`src/rtl/dtu_pkg.sv`:
```
package dtu_pkg;
  localparam logic [2:0] MODE_PRE = 3'b000;
  localparam logic [2:0] MODE_CAS = 3'b001;
  localparam logic [2:0] MODE_RLD = 3'b010;
  localparam logic [2:0] MODE_SPL = 3'b011;

  localparam int unsigned ADR_LO0  = 0;
  localparam int unsigned ADR_HI0  = 1;
  localparam int unsigned ADR_LO1  = 2;
  localparam int unsigned ADR_HI1  = 3;
  localparam int unsigned ADR_MODE = 4;
  localparam int unsigned ADR_AUX  = 5;
  localparam int unsigned ADR_CTRL = 6;

  typedef struct packed {
    logic [2:0] mode;
    logic       gate;
    logic       run;
    logic       flag;
  } chan_cfg_t;
endpackage

```
`src/rtl/dtu_chan.sv`:
```
module dtu_chan
  import dtu_pkg::*;
#(
  parameter int unsigned BYTE_W   = 8,
  parameter int unsigned PRE_W    = 5,
  parameter bit          SPLIT_OK = 1'b0
) (
  input  logic              clk,
  input  logic              rst_n,
  input  logic [2:0]        mode,
  input  logic              cnt_en,
  input  logic              hi_en,
  input  logic              wr_lo,
  input  logic              wr_hi,
  input  logic [BYTE_W-1:0] wr_data,
  output logic [BYTE_W-1:0] lo_o,
  output logic [BYTE_W-1:0] hi_o,
  output logic              ovf_own,
  output logic              ovf_alt
);
  localparam int unsigned WIDE_W = 2 * BYTE_W;

  logic [BYTE_W-1:0] lo_q, hi_q, lo_d, hi_d;
  logic [PRE_W:0]    pre_sum;
  logic [WIDE_W:0]   wide_sum;
  logic [BYTE_W:0]   lo_sum, hi_sum;
  logic              frozen;

  always_comb begin
    pre_sum  = {1'b0, lo_q[PRE_W-1:0]} + (PRE_W+1)'(1);
    wide_sum = {1'b0, hi_q, lo_q} + (WIDE_W+1)'(1);
    lo_sum   = {1'b0, lo_q} + (BYTE_W+1)'(1);
    hi_sum   = {1'b0, hi_q} + (BYTE_W+1)'(1);
    frozen   = wr_lo | wr_hi;
    lo_d     = lo_q;
    hi_d     = hi_q;
    ovf_own  = 1'b0;
    ovf_alt  = 1'b0;
    case (mode)
      MODE_PRE: begin
        if (cnt_en && !frozen) begin
          lo_d[PRE_W-1:0] = pre_sum[PRE_W-1:0];
          if (pre_sum[PRE_W]) begin
            hi_d    = hi_sum[BYTE_W-1:0];
            ovf_own = hi_sum[BYTE_W];
          end
        end
      end
      MODE_CAS: begin
        if (cnt_en && !frozen) begin
          {hi_d, lo_d} = wide_sum[WIDE_W-1:0];
          ovf_own      = wide_sum[WIDE_W];
        end
      end
      MODE_RLD: begin
        if (cnt_en && !frozen) begin
          if (lo_sum[BYTE_W]) begin
            lo_d    = hi_q;
            ovf_own = 1'b1;
          end else begin
            lo_d = lo_sum[BYTE_W-1:0];
          end
        end
      end
      MODE_SPL: begin
        if (SPLIT_OK) begin
          if (cnt_en && !wr_lo) begin
            lo_d    = lo_sum[BYTE_W-1:0];
            ovf_own = lo_sum[BYTE_W];
          end
          if (hi_en && !wr_hi) begin
            hi_d    = hi_sum[BYTE_W-1:0];
            ovf_alt = hi_sum[BYTE_W];
          end
        end
      end
      default: ;
    endcase
    if (wr_lo) lo_d = wr_data;
    if (wr_hi) hi_d = wr_data;
  end

  always_ff @(posedge clk or negedge rst_n) begin
    if (!rst_n) begin
      lo_q <= '0;
      hi_q <= '0;
    end else begin
      lo_q <= lo_d;
      hi_q <= hi_d;
    end
  end

  assign lo_o = lo_q;
  assign hi_o = hi_q;

  // no enable and no write means both bytes hold
  a_r2_idle_hold: assert property (@(posedge clk) disable iff (!rst_n)
    (!cnt_en && !hi_en && !wr_lo && !wr_hi) |=> ($stable(lo_q) && $stable(hi_q)));

  // low byte takes the high byte on reload
  a_r5_reload_value: assert property (@(posedge clk) disable iff (!rst_n)
    (mode == MODE_RLD && cnt_en && !wr_lo && !wr_hi && (&lo_q)) |=> (lo_q == $past(hi_q)));

  // written byte lands regardless of counting
  a_r9_write_wins: assert property (@(posedge clk) disable iff (!rst_n)
    wr_lo |=> (lo_q == $past(wr_data)));
endmodule

```
`src/rtl/dtu_cfg.sv`:
```
module dtu_cfg
  import dtu_pkg::*;
#(
  parameter int unsigned BYTE_W = 8,
  parameter int unsigned ADDR_W = 3
) (
  input  logic              clk,
  input  logic              rst_n,
  input  logic              wr_en,
  input  logic [ADDR_W-1:0] wr_addr,
  input  logic [BYTE_W-1:0] wr_data,
  input  logic [1:0]        set_flag,
  input  logic [1:0]        flag_ack,
  output chan_cfg_t [1:0]   cfg_o
);
  localparam int unsigned HALF = BYTE_W / 2;

  chan_cfg_t [1:0] cfg_q, cfg_d;
  logic mode_wr, aux_wr, ctrl_wr;
  logic unused_bits;

  assign unused_bits = wr_data[BYTE_W-2];
  assign mode_wr = wr_en && (wr_addr == ADDR_W'(ADR_MODE));
  assign aux_wr  = wr_en && (wr_addr == ADDR_W'(ADR_AUX));
  assign ctrl_wr = wr_en && (wr_addr == ADDR_W'(ADR_CTRL));

  always_comb begin
    cfg_d = cfg_q;
    if (mode_wr) begin
      cfg_d[0].mode[1:0] = wr_data[1:0];
      cfg_d[0].gate      = wr_data[HALF-1];
      cfg_d[1].mode[1:0] = wr_data[HALF+1:HALF];
      cfg_d[1].gate      = wr_data[BYTE_W-1];
    end
    if (aux_wr) begin
      cfg_d[0].mode[2] = wr_data[0];
      cfg_d[1].mode[2] = wr_data[HALF];
    end
    for (int c = 0; c < 2; c++) begin
      if (ctrl_wr) cfg_d[c].run = wr_data[c];
      if (set_flag[c])      cfg_d[c].flag = 1'b1;
      else if (ctrl_wr)     cfg_d[c].flag = wr_data[2+c];
      else if (flag_ack[c]) cfg_d[c].flag = 1'b0;
    end
  end

  always_ff @(posedge clk or negedge rst_n) begin
    if (!rst_n) cfg_q <= '0;
    else        cfg_q <= cfg_d;
  end

  assign cfg_o = cfg_q;

  // overflow beats any clear
  a_r8_set_wins0: assert property (@(posedge clk) disable iff (!rst_n)
    set_flag[0] |=> cfg_q[0].flag);
  a_r8_set_wins1: assert property (@(posedge clk) disable iff (!rst_n)
    set_flag[1] |=> cfg_q[1].flag);
  // acknowledge clears when nothing competes
  a_r8_ack_clears0: assert property (@(posedge clk) disable iff (!rst_n)
    (flag_ack[0] && !set_flag[0] && !ctrl_wr) |=> !cfg_q[0].flag);
  // reserved codes never raise a flag
  a_r7_reserved_quiet0: assert property (@(posedge clk) disable iff (!rst_n)
    (cfg_q[0].mode[2] && !cfg_q[0].flag && !ctrl_wr) |=> !cfg_q[0].flag);
  a_r7_reserved_quiet1: assert property (@(posedge clk) disable iff (!rst_n)
    (cfg_q[1].mode[2] && cfg_q[0].mode != MODE_SPL && !cfg_q[1].flag && !ctrl_wr)
      |=> !cfg_q[1].flag);
endmodule

```
`src/rtl/dual_timer_unit.sv`:
```
module dual_timer_unit
  import dtu_pkg::*;
#(
  parameter int unsigned BYTE_W = 8,
  parameter int unsigned PRE_W  = 5,
  parameter int unsigned ADDR_W = 3
) (
  input  logic              clk,
  input  logic              rst_n,
  input  logic              reg_we,
  input  logic [ADDR_W-1:0] reg_waddr,
  input  logic [BYTE_W-1:0] reg_wdata,
  input  logic [ADDR_W-1:0] reg_raddr,
  output logic [BYTE_W-1:0] reg_rdata,
  input  logic              tick,
  input  logic [1:0]        gate_in,
  input  logic [1:0]        flag_ack,
  output logic [1:0]        ovf_flag
);
  localparam int unsigned HALF = BYTE_W / 2;

  logic [1:0]             rst_sync;
  logic                   rst_i_n;
  chan_cfg_t [1:0]        cfg;
  logic [1:0]             chan_en, cnt_en, hi_en, wr_lo, wr_hi, ovf_own, ovf_alt, set_flag;
  logic [1:0][BYTE_W-1:0] lo_v, hi_v;
  logic                   split_on;

  always_ff @(posedge clk or negedge rst_n) begin
    if (!rst_n) rst_sync <= '0;
    else        rst_sync <= {rst_sync[0], 1'b1};
  end
  assign rst_i_n = rst_sync[1];

  assign split_on = (cfg[0].mode == MODE_SPL);

  always_comb begin
    for (int c = 0; c < 2; c++) begin
      chan_en[c] = tick && cfg[c].run && (!cfg[c].gate || gate_in[c]);
    end
    cnt_en[0] = chan_en[0];
    cnt_en[1] = chan_en[1] && !split_on;
    hi_en[0]  = tick && cfg[1].run;
    hi_en[1]  = 1'b0;
    set_flag[0] = ovf_own[0] | ovf_alt[1];
    set_flag[1] = ovf_own[1] | ovf_alt[0];
  end

  dtu_cfg #(.BYTE_W(BYTE_W), .ADDR_W(ADDR_W)) u_cfg (
    .clk      (clk),
    .rst_n    (rst_i_n),
    .wr_en    (reg_we),
    .wr_addr  (reg_waddr),
    .wr_data  (reg_wdata),
    .set_flag (set_flag),
    .flag_ack (flag_ack),
    .cfg_o    (cfg)
  );

  for (genvar c = 0; c < 2; c++) begin : g_ch
    assign wr_lo[c] = reg_we && (reg_waddr == ADDR_W'(2*c));
    assign wr_hi[c] = reg_we && (reg_waddr == ADDR_W'(2*c+1));

    dtu_chan #(.BYTE_W(BYTE_W), .PRE_W(PRE_W), .SPLIT_OK(c == 0)) u_chan (
      .clk     (clk),
      .rst_n   (rst_i_n),
      .mode    (cfg[c].mode),
      .cnt_en  (cnt_en[c]),
      .hi_en   (hi_en[c]),
      .wr_lo   (wr_lo[c]),
      .wr_hi   (wr_hi[c]),
      .wr_data (reg_wdata),
      .lo_o    (lo_v[c]),
      .hi_o    (hi_v[c]),
      .ovf_own (ovf_own[c]),
      .ovf_alt (ovf_alt[c])
    );
  end

  always_comb begin
    reg_rdata = '0;
    case (reg_raddr)
      ADDR_W'(ADR_LO0): reg_rdata = lo_v[0];
      ADDR_W'(ADR_HI0): reg_rdata = hi_v[0];
      ADDR_W'(ADR_LO1): reg_rdata = lo_v[1];
      ADDR_W'(ADR_HI1): reg_rdata = hi_v[1];
      ADDR_W'(ADR_MODE): begin
        reg_rdata[1:0]           = cfg[0].mode[1:0];
        reg_rdata[HALF-1]        = cfg[0].gate;
        reg_rdata[HALF+1:HALF]   = cfg[1].mode[1:0];
        reg_rdata[BYTE_W-1]      = cfg[1].gate;
      end
      ADDR_W'(ADR_AUX): begin
        reg_rdata[0]    = cfg[0].mode[2];
        reg_rdata[HALF] = cfg[1].mode[2];
      end
      ADDR_W'(ADR_CTRL): begin
        reg_rdata[0] = cfg[0].run;
        reg_rdata[1] = cfg[1].run;
        reg_rdata[2] = cfg[0].flag;
        reg_rdata[3] = cfg[1].flag;
      end
      default: ;
    endcase
  end

  assign ovf_flag = {cfg[1].flag, cfg[0].flag};

  // channel 1 stands still while channel 0 is split
  a_r6_ch1_frozen: assert property (@(posedge clk) disable iff (!rst_i_n)
    (split_on && !wr_lo[1] && !wr_hi[1]) |=> ($stable(lo_v[1]) && $stable(hi_v[1])));

  // raising run alone leaves counts intact
  a_r11_run_keeps: assert property (@(posedge clk) disable iff (!rst_i_n)
    (reg_we && reg_waddr == ADDR_W'(ADR_CTRL) && !tick) |=> ($stable(lo_v) && $stable(hi_v)));
endmodule

```
`config.mk`:
```
export PLATFORM = sky130hd
export DESIGN_NAME = dual_timer_unit
export DESIGN_NICKNAME = d
export VERILOG_FILES = /design/src/rtl/dtu_pkg.sv /design/src/rtl/dtu_chan.sv /design/src/rtl/dtu_cfg.sv /design/src/rtl/dual_timer_unit.sv
export SDC_FILE = /design/constraint.sdc
export NUM_CORES = 1
export LEC_CHECK = 0
export ABC_AREA = 1
export BUFFER_PORTS_ARGS = -buffer_cell sky130_fd_sc_hd__buf_4
export CORE_ASPECT_RATIO = 0.75
export CORE_MARGIN = 2
export CORE_UTILIZATION = 45
export CTS_BUF_LIST = sky130_fd_sc_hd__clkbuf_4 sky130_fd_sc_hd__clkbuf_8
export DETAILED_ROUTE_END_ITERATION = 8
export PLACE_DENSITY = 0.69
export RECOVER_POWER = 100
export SYNTH_ARGS = -nofsm -noshare
export SYNTH_HDL_FRONTEND = slang
export SYNTH_SLANG_ARGS = --single-unit
```
`constraint.sdc`:
```
create_clock -name clk -period 1.4 [get_ports clk]
set_input_delay 0.07 -clock clk [delete_from_list [all_inputs] [get_ports clk]]
set_output_delay 0.07 -clock clk [all_outputs]
set_load 0.01 [all_outputs]
```
==> flow_metrics.env, run 1 <==
export IMPL_avgSynthCellArea_um2=6.59
export IMPL_syn_area_mm2=0.00380
export IMPL_worst_pin_slew_ns=0.656
export IMPL_numPlacedInstances=796
export IMPL_layout_commonest_cell="nand2_1"
export IMPL_cts_root_buf="clkbuf_8"
export IMPL_antenna_left=0
export IMPL_yosysUniqueCellTypes=46
export IMPL_max_freq_mhz=614
export IMPL_p_total_mw=9.03
export IMPL_crit_chain="ha_4 -> nand2_4 -> nor2_4 -> nand2_4 -> nor2_4 -> buf_6 -> a21oi_2 -> nor2_1 -> nand2_1 -> nand2_1"
export IMPL_vias=4930
export IMPL_slew_headroom_pct=56.2
export IMPL_antenna_found_initial=0
export IMPL_timing_final_hold_violations=0
export IMPL_syn_inst=577
export IMPL_critPathKind="register to register"
export IMPL_yosysSeqAreaShare_pct=30.3
export IMPL_ir_drop_v=0.000871
export IMPL_synth_edf_count=0
export IMPL_ys_ff_latch=46
export IMPL_cts_sinks=46
export IMPL_place_congestion=0.976
export IMPL_io_pins=32
export IMPL_maxCapViolations=0
export IMPL_fin_nets=777
export IMPL_cts_buffer_depth=2
export IMPL_setup_violations=42
export IMPL_hold_ws_ns=0.0402
export IMPL_p_leak_nw=2.94
export IMPL_placed_area_mm2=0.00481
export IMPL_post_route_util_pct=72.7
export IMPL_drt_wirelength_per_cell_um=18.6
export IMPL_dpl_worst_slack_ns=-0.156
export IMPL_worstSkewPairLatency_ns=0.33
export IMPL_synthArstFlopShare_pct=100
export IMPL_skew_ns=0.0151
export IMPL_drt_iter0_drc=616
export IMPL_die_x_um=110
export IMPL_drc=0
export IMPL_start_util_pct=45.6
export IMPL_grt_pass1_vias=4442
export IMPL_crit_slowest_cell="dfrtp_1"
export IMPL_core_area_mm2=0.00835
export IMPL_rsz0062_at_grt="yes"
export IMPL_cp_start_kind="register"
export IMPL_grt_start_max_net_pins=45
export IMPL_syn2layout_area_growth_pct=59.7
export IMPL_routed_wl_um=16000
export IMPL_avgViaCountPerCell=5.73
export IMPL_tritoncts="yes"
export IMPL_fin_crit_sh_pct=116
export IMPL_finalMaxSlewViolations=0
export IMPL_diodes=0
export IMPL_ys_flop_type="dfrtp_1"
export IMPL_htreeDepth=2
export IMPL_end_kind="register"
export IMPL_p_per_area_mw_per_mm2=1490
export IMPL_final_cell_mix="nand2_1, buf_4, nand3_1"
export IMPL_num_rows=29
export IMPL_dieArea_mm2=0.00921
export IMPL_fin_area_mm2=0.00607
export IMPL_setup_tns_ns=-6.22
export IMPL_cts_buffers=5
export IMPL_timing_final_crit_period_ns=1.63
export IMPL_hpwl_um=10600
export IMPL_cp_max_fo=5
export IMPL_min_path_type="primary input to async pin"
export IMPL_ys_warn_count=0
export IMPL_final_layout_size_suffix_gt1_share_pct=47.6
export IMPL_worstPathRequired_ns=1.67
export IMPL_portBuffers=31
export IMPL_instances_no_fill=860
export IMPL_violations="setup timing"
export IMPL_die_h_um=83.6
export IMPL_firstDrtPassIters=5
export IMPL_status="complete, but fails checks"
export IMPL_grt_overflow_total=0
export IMPL_cts_clk_slew_worst_paths_ns=0.10
export IMPL_fillers=638
export IMPL_setup_slack_ns=-0.230
export IMPL_grt_usage_pct=34.1
export IMPL_critPathMaxStageDelay_ns=0.44
export IMPL_grt_pass1_wl_um=23900
export IMPL_synth_nets=603
export IMPL_arrival_ns=1.90
sequential cells by signal, indices dropped and copies added, names as in the netlist:
| signal | cells |
|---|---|
| g_ch.u_chan.lo_o | 16 |
| g_ch.u_chan.hi_o | 16 |
| rst_sync | 2 |
| u_cfg.cfg_o | 12 |
layer usage:
metal / wire, um / track usage, %
met3: 1850 / 9.29
met1: 6760 / 50.8
met2: 6840 / 47.5
met5: 0 / 0
met4: 586 / 10.2
cell type report:
class	count	area, um2	area share, %
clock inverter	3	43.8	0.721
tap	108	135	2.23
timing repair buffer	171	1410	23.2
inverter	68	280	4.62
clock buffer	5	68.8	1.13
sequential	46	1170	19.2
multi-input combinational	459	2960	48.8
cells by family (layout without fill, tap and decap cells):
group / Yosys count / in the layout / share of synthesized area (%)
buf+inv: 75 / 247 / 7.90
compound gates: 76 / 76 / 12.8
other cells: 1 / 1 / 0.0986
xor+xnor: 11 / 11 / 2.73
flops: 46 / 46 / 30.3
fa+ha+maj: 4 / 4 / 1.32
simple gates: 364 / 367 / 44.9
cell usage after synthesis, drive strengths merged (2+ instances only):
library cell,instances,area [um2]
clkinv,2,8.75
a21oi,10,50.1
nor2,48,253
o22ai,5,31.3
nand2,213,850
buf,6,37.5
ha,4,50.1
xor2,9,86.3
xnor2,2,17.5
nand3,81,433
o21ai,33,176
nor3,11,87.6
nand4,8,65.1
o211ai,15,123
dfrtp,46,1150
a211oi,2,15.0
inv,66,250
or2,2,12.5
o221ai,4,35.0
worst max-delay path, delay by kind of cell, from the launching register on:
kind                     cells  cell delay (ns)
AO/OA/AOI/OAI                1             0.04
adder cells (fa/ha/maj)      1             0.18
buffers and inverters        1             0.13
flip-flops                   1             0.44
AND/OR/NAND/NOR              7             0.77
repair_timing:
action,4_1_cts,5_1_grt
hold buffers,2,0
hold endpoints to repair,3,0
setup endpoints to repair,42,42
resized for setup,125,75
pin swaps,63,50
gates cloned,3,0
setup buffers,35,16
report_power, final:
group / internal (mW) / switching [mW]
logic: 2.64 / 2.93
registers: 1.78 / 0.591
clock network: 0.537 / 0.555
worst paths after layout:
path,from,slack (ns),cells past startpoint,end
setup / recovery,g_ch[0].u_chan.lo_o[1],-0.23,10,g_ch[0].u_chan.lo_o[6]
hold / removal,rst_n,0.04,2,rst_sync[0]
setup reg to reg,g_ch[0].u_chan.lo_o[1],-0.23,10,g_ch[0].u_chan.lo_o[6]
hold reg to reg,rst_sync[0],0.36,0,rst_sync[1]
max in group asynchronous,rst_sync[1],0.52,1,g_ch[0].u_chan.lo_o[2]
min in group clk,reg_wdata[7],0.05,3,g_ch[1].u_chan.lo_o[7]
(Power assumes the default switching activity.)
==> run 2, diff against run 1 <==
- CTS_CLUSTER_DIAMETER: default -> 120
- RECOVER_POWER: 100 -> 25
==> flow_metrics.env, run 2 (synthesis results as in run 1) <==
export IMPL_cts_buffers=5
export IMPL_grt_start_max_net_pins=45
export IMPL_diodes=0
export IMPL_timing_final_hold_violations=0
export IMPL_core_area_mm2=0.00835
export IMPL_timing_final_crit_period_ns=1.64
export IMPL_p_leak_nw=2.96
export IMPL_grt_overflow_total=0
export IMPL_drt_iter0_drc=624
export IMPL_critPathKind="register to register"
export IMPL_firstDrtPassIters=5
export IMPL_instances_no_fill=860
export IMPL_die_h_um=83.6
export IMPL_p_per_area_mw_per_mm2=1490
export IMPL_p_total_mw=9.05
export IMPL_grt_usage_pct=34.1
export IMPL_drc=0
export IMPL_routed_wl_um=16100
export IMPL_cts_root_buf="clkbuf_8"
export IMPL_avgViaCountPerCell=5.77
export IMPL_place_congestion=0.976
export IMPL_slew_headroom_pct=56.9
export IMPL_worst_pin_slew_ns=0.647
export IMPL_post_route_util_pct=73.0
export IMPL_cts_clk_slew_worst_paths_ns=0.10
export IMPL_tritoncts="yes"
export IMPL_htreeDepth=2
export IMPL_cp_max_fo=5
export IMPL_placed_area_mm2=0.00481
export IMPL_ir_drop_v=0.000863
export IMPL_start_util_pct=45.6
export IMPL_worstSkewPairLatency_ns=0.33
export IMPL_dpl_worst_slack_ns=-0.156
export IMPL_fin_area_mm2=0.00609
export IMPL_violations="setup timing"
export IMPL_critPathMaxStageDelay_ns=0.45
export IMPL_cp_start_kind="register"
export IMPL_status="complete, but fails checks"
export IMPL_worstPathRequired_ns=1.67
export IMPL_antenna_found_initial=0
export IMPL_numPlacedInstances=796
export IMPL_grt_pass1_wl_um=23900
export IMPL_setup_slack_ns=-0.237
export IMPL_die_x_um=110
export IMPL_io_pins=32
export IMPL_setup_violations=42
export IMPL_layout_commonest_cell="nand2_1"
export IMPL_min_path_type="primary input to async pin"
export IMPL_finalMaxSlewViolations=0
export IMPL_cts_sinks=46
export IMPL_maxCapViolations=0
export IMPL_max_freq_mhz=611
export IMPL_vias=4962
export IMPL_cts_buffer_depth=2
export IMPL_crit_chain="ha_4 -> nand2_4 -> nor2_4 -> nand2_4 -> nor2_4 -> buf_6 -> a21oi_2 -> nor2_1 -> nand2_1 -> nand2_1"
export IMPL_skew_ns=0.0158
export IMPL_arrival_ns=1.90
export IMPL_final_layout_size_suffix_gt1_share_pct=48.4
export IMPL_fin_crit_sh_pct=117
export IMPL_portBuffers=31
export IMPL_hpwl_um=10600
export IMPL_crit_slowest_cell="dfrtp_1"
export IMPL_grt_pass1_vias=4442
export IMPL_num_rows=29
export IMPL_fin_nets=777
export IMPL_end_kind="register"
export IMPL_dieArea_mm2=0.00921
export IMPL_final_cell_mix="nand2_1, buf_4, nand3_1"
export IMPL_rsz0062_at_grt="yes"
export IMPL_syn2layout_area_growth_pct=60.2
export IMPL_drt_wirelength_per_cell_um=18.7
export IMPL_antenna_left=0
==> run 2: final cells by class <==
cell class | instances | area [um2]
multi-input combinational | 459 | 2960
fill | 631 | 2250
timing repair buffer | 171 | 1430
sequential | 46 | 1170
inverter | 68 | 280
tap | 108 | 135
clock buffer | 5 | 68.8
clock inverter | 3 | 43.8
==> run 2: final timing paths <==
| check | startpoint | to | slack (ns) | cells after the start |
|---|---|---|---|---|
| setup reg to reg | g_ch[0].u_chan.lo_o[1] | g_ch[0].u_chan.lo_o[6] | -0.24 | 10 |
| hold reg to reg | rst_sync[0] | rst_sync[1] | 0.36 | 0 |
| max in group asynchronous | rst_sync[1] | g_ch[0].u_chan.hi_o[4] | 0.52 | 1 |
| min in group clk | reg_wdata[7] | g_ch[1].u_chan.lo_o[7] | 0.05 | 3 |
| hold / removal | rst_n | rst_sync[0] | 0.04 | 2 |
| setup / recovery | g_ch[0].u_chan.lo_o[1] | g_ch[0].u_chan.lo_o[6] | -0.24 | 10 |
==> run 2: stage by stage <==
stage	setup TNS [ns]	hold WS, ns
6_report	-5.94	0.0410
5_1_grt	-8.31	0.0546
4_1_cts	-3.37	0.0369
3_5_place_dp	-3.06	-0.147
3_3_place_gp	-2.29	-0.148
2_1_floorplan	-0.132	-0.226
==> run 2: what timing repair did <==
item | 4_1_cts | 5_1_grt
endpoints found under the setup margin | 42 | 42
hold buffers | 2 | 0
setup buffers | 35 | 16
hold endpoints to repair | 3 | 0
gates cloned | 3 | 0
pin swaps | 63 | 50
resized for setup | 125 | 75
==> run 2: worst max-delay path, delay by kind of cell, from the launching register on <==
kind / cells / cell delay, ns
AO/OA/AOI/OAI: 1 / 0.04
adder cells (fa/ha/maj): 1 / 0.18
buffers and inverters: 1 / 0.13
flip-flops: 1 / 0.45
AND/OR/NAND/NOR: 7 / 0.78
==> run 2: routing by layer <==
| metal | vias to the layer above | wire [um] | track usage, % |
|---|---|---|---|
| li1 | 2257 | - | - |
| met1 | 2343 | 6820 | 50.8 |
| met2 | 301 | 6730 | 47.5 |
| met3 | 61 | 1930 | 9.29 |
| met4 | 0 | 618 | 10.2 |
| met5 | - | 0 | 0 |
==> run 2: power by group <==
group	total, mW	internal [mW]	leakage [nW]	switching, mW
clock network	1.09	0.537	0.0585	0.558
registers	2.37	1.78	0.560	0.594
logic	5.59	2.65	2.34	2.93
==> run 3, diff against run 2 <==
--- a/config.mk
+++ b/config.mk
@@ -9,5 +9,5 @@
 export BUFFER_PORTS_ARGS = -buffer_cell sky130_fd_sc_hd__buf_4
 export CORE_ASPECT_RATIO = 0.75
-export CORE_MARGIN = 2
+export CORE_MARGIN = 3
 export CORE_UTILIZATION = 45
 export CTS_BUF_LIST = sky130_fd_sc_hd__clkbuf_4 sky130_fd_sc_hd__clkbuf_8
@@ -19,2 +19,3 @@
 export SYNTH_HDL_FRONTEND = slang
 export SYNTH_SLANG_ARGS = --single-unit
+export TNS_END_PERCENT = 100
==> constraint.sdc (replaced) <==
create_clock -name clk -period 1.4 [get_ports clk]
set_input_delay 0.28 -clock clk [delete_from_list [all_inputs] [get_ports clk]]
set_output_delay 0.28 -clock clk [all_outputs]
set_load 0.01 [all_outputs]
==> flow_metrics.env, run 3 (synthesis results as in run 1) <==
export IMPL_setup_violations=42
export IMPL_dpl_worst_slack_ns=-0.213
export IMPL_cp_start_kind="register"
export IMPL_status="complete, but fails checks"
export IMPL_routed_wl_um=16300
export IMPL_core_area_mm2=0.00806
export IMPL_syn2layout_area_growth_pct=62.6
export IMPL_grt_overflow_total=0
export IMPL_regArea_mm2=0.00116
export IMPL_setup_slack_ns=-0.348
export IMPL_antenna_left=0
export IMPL_maxCapViolations=0
export IMPL_num_rows=28
export IMPL_max_freq_mhz=572
export IMPL_p_per_area_mw_per_mm2=1430
export IMPL_drt_iter0_drc=650
export IMPL_drc=0
export IMPL_vias=5018
export IMPL_portBuffers=31
export IMPL_p_total_mw=8.82
export IMPL_cts_root_buf="clkbuf_8"
export IMPL_diodes=0
export IMPL_fin_area_mm2=0.00618
export IMPL_fillers=584
export IMPL_ir_drop_v=0.00104
export IMPL_cts_buffers=5
export IMPL_worst_pin_slew_ns=0.645
export IMPL_end_kind="register"
export IMPL_rsz0062_at_grt="yes"
export IMPL_antenna_found_initial=0
export IMPL_post_route_util_pct=76.7
export IMPL_final_cell_mix="nand2_1, buf_4, nand3_1"
export IMPL_violations="setup timing"
export IMPL_setup_tns_ns=-11.10
export IMPL_die_h_um=85.6
export IMPL_skew_ns=0.00464
export IMPL_worstPathRequired_ns=1.59
export IMPL_p_leak_nw=3.01
export IMPL_start_util_pct=47.2
export IMPL_placed_area_mm2=0.00494
export IMPL_worstSkewPairLatency_ns=0.31
export IMPL_avgViaCountPerCell=5.76
export IMPL_grt_usage_pct=32.4
export IMPL_firstDrtPassIters=7
export IMPL_hpwl_um=10800
export IMPL_slew_headroom_pct=57.0
export IMPL_fin_nets=791
export IMPL_instances_no_fill=871
export IMPL_timing_final_crit_period_ns=1.75
export IMPL_place_congestion=0.988
export IMPL_fin_crit_sh_pct=125
export IMPL_grt_start_max_net_pins=45
export IMPL_layout_commonest_cell="nand2_1"
export IMPL_min_path_type="primary input to register"
export IMPL_tritoncts="yes"
export IMPL_timing_final_hold_violations=0
export IMPL_numPlacedInstances=811
export IMPL_cts_sinks=46
export IMPL_htreeDepth=2
export IMPL_io_pins=32
export IMPL_grt_pass1_wl_um=24100
export IMPL_critPathKind="register to register"
export IMPL_finalMaxSlewViolations=0
export IMPL_grt_pass1_vias=4537
export IMPL_cp_max_fo=6
export IMPL_cts_buffer_depth=2
export IMPL_multiInputGateArea_mm2=0.00300
export IMPL_cts_clk_slew_worst_paths_ns=0.10
export IMPL_final_layout_size_suffix_gt1_share_pct=49.2
export IMPL_hold_ws_ns=0.228
export IMPL_drt_wirelength_per_cell_um=18.7
export IMPL_arrival_ns=1.94
export IMPL_die_x_um=112
export IMPL_dieArea_mm2=0.00960
-- run 3: critical path, cell delays in order (launching register included) --
cell and delay (ns):
dfrtp_1 0.41, buf_6 0.14, buf_6 0.11, nor2_4 0.06, nand2_4 0.10, nand2_4 0.06, nor2_4 0.25, nand3_4 0.19
buf_6 0.17, nand3_2 0.04, o211ai_1 0.07
-- run 3: worst paths after layout --
kind / start / to / slack (ns) / depth (start not counted)
max in group asynchronous: rst_sync[1] / g_ch[0].u_chan.hi_o[6] / 0.54 / 1
worst max register to register: u_cfg.cfg_o[5] / g_ch[1].u_chan.hi_o[0] / -0.35 / 10
worst max-delay path: u_cfg.cfg_o[5] / g_ch[1].u_chan.hi_o[0] / -0.35 / 10
worst min-delay path: reg_wdata[0] / g_ch[1].u_chan.lo_o[0] / 0.23 / 3
min in group asynchronous: rst_n / rst_sync[0] / 0.27 / 2
worst min register to register: rst_sync[0] / rst_sync[1] / 0.37 / 0
-- run 3: timing repair --
action                                  4_1_cts  5_1_grt
setup buffers                                32       20
gates cloned                                  3        0
hold buffers                                  1        0
pin swaps                                    28       67
resized for setup                            83      107
endpoints found under the setup margin       42       42
endpoints found under the hold margin         2        0
-- run 3: final cells by class --
| type | instances | area share, % |
|---|---|---|
| clock buffers | 6 | 1.23 |
| inverters | 68 | 4.39 |
| repair buffers | 185 | 24.3 |
| clock inverters | 2 | 0.607 |
| multi-input cells | 459 | 48.5 |
| flip-flops and latches | 46 | 18.8 |
| well taps | 105 | 2.13 |
-- run 3: layer usage --
layer / vias up / GRT usage (%) / wire [um]
met5: - / 0 / 0
met4: 0 / 12.0 / 679
met3: 79 / 9.94 / 1970
met2: 319 / 44.8 / 6790
met1: 2326 / 47.2 / 6840
li1: 2294 / - / -
-- run 3: where the power goes --
part           leakage (nW)  switching [mW]  internal, mW
combinational          2.39            2.98          2.52
clock                0.0548           0.531         0.554
sequential            0.568           0.470          1.77
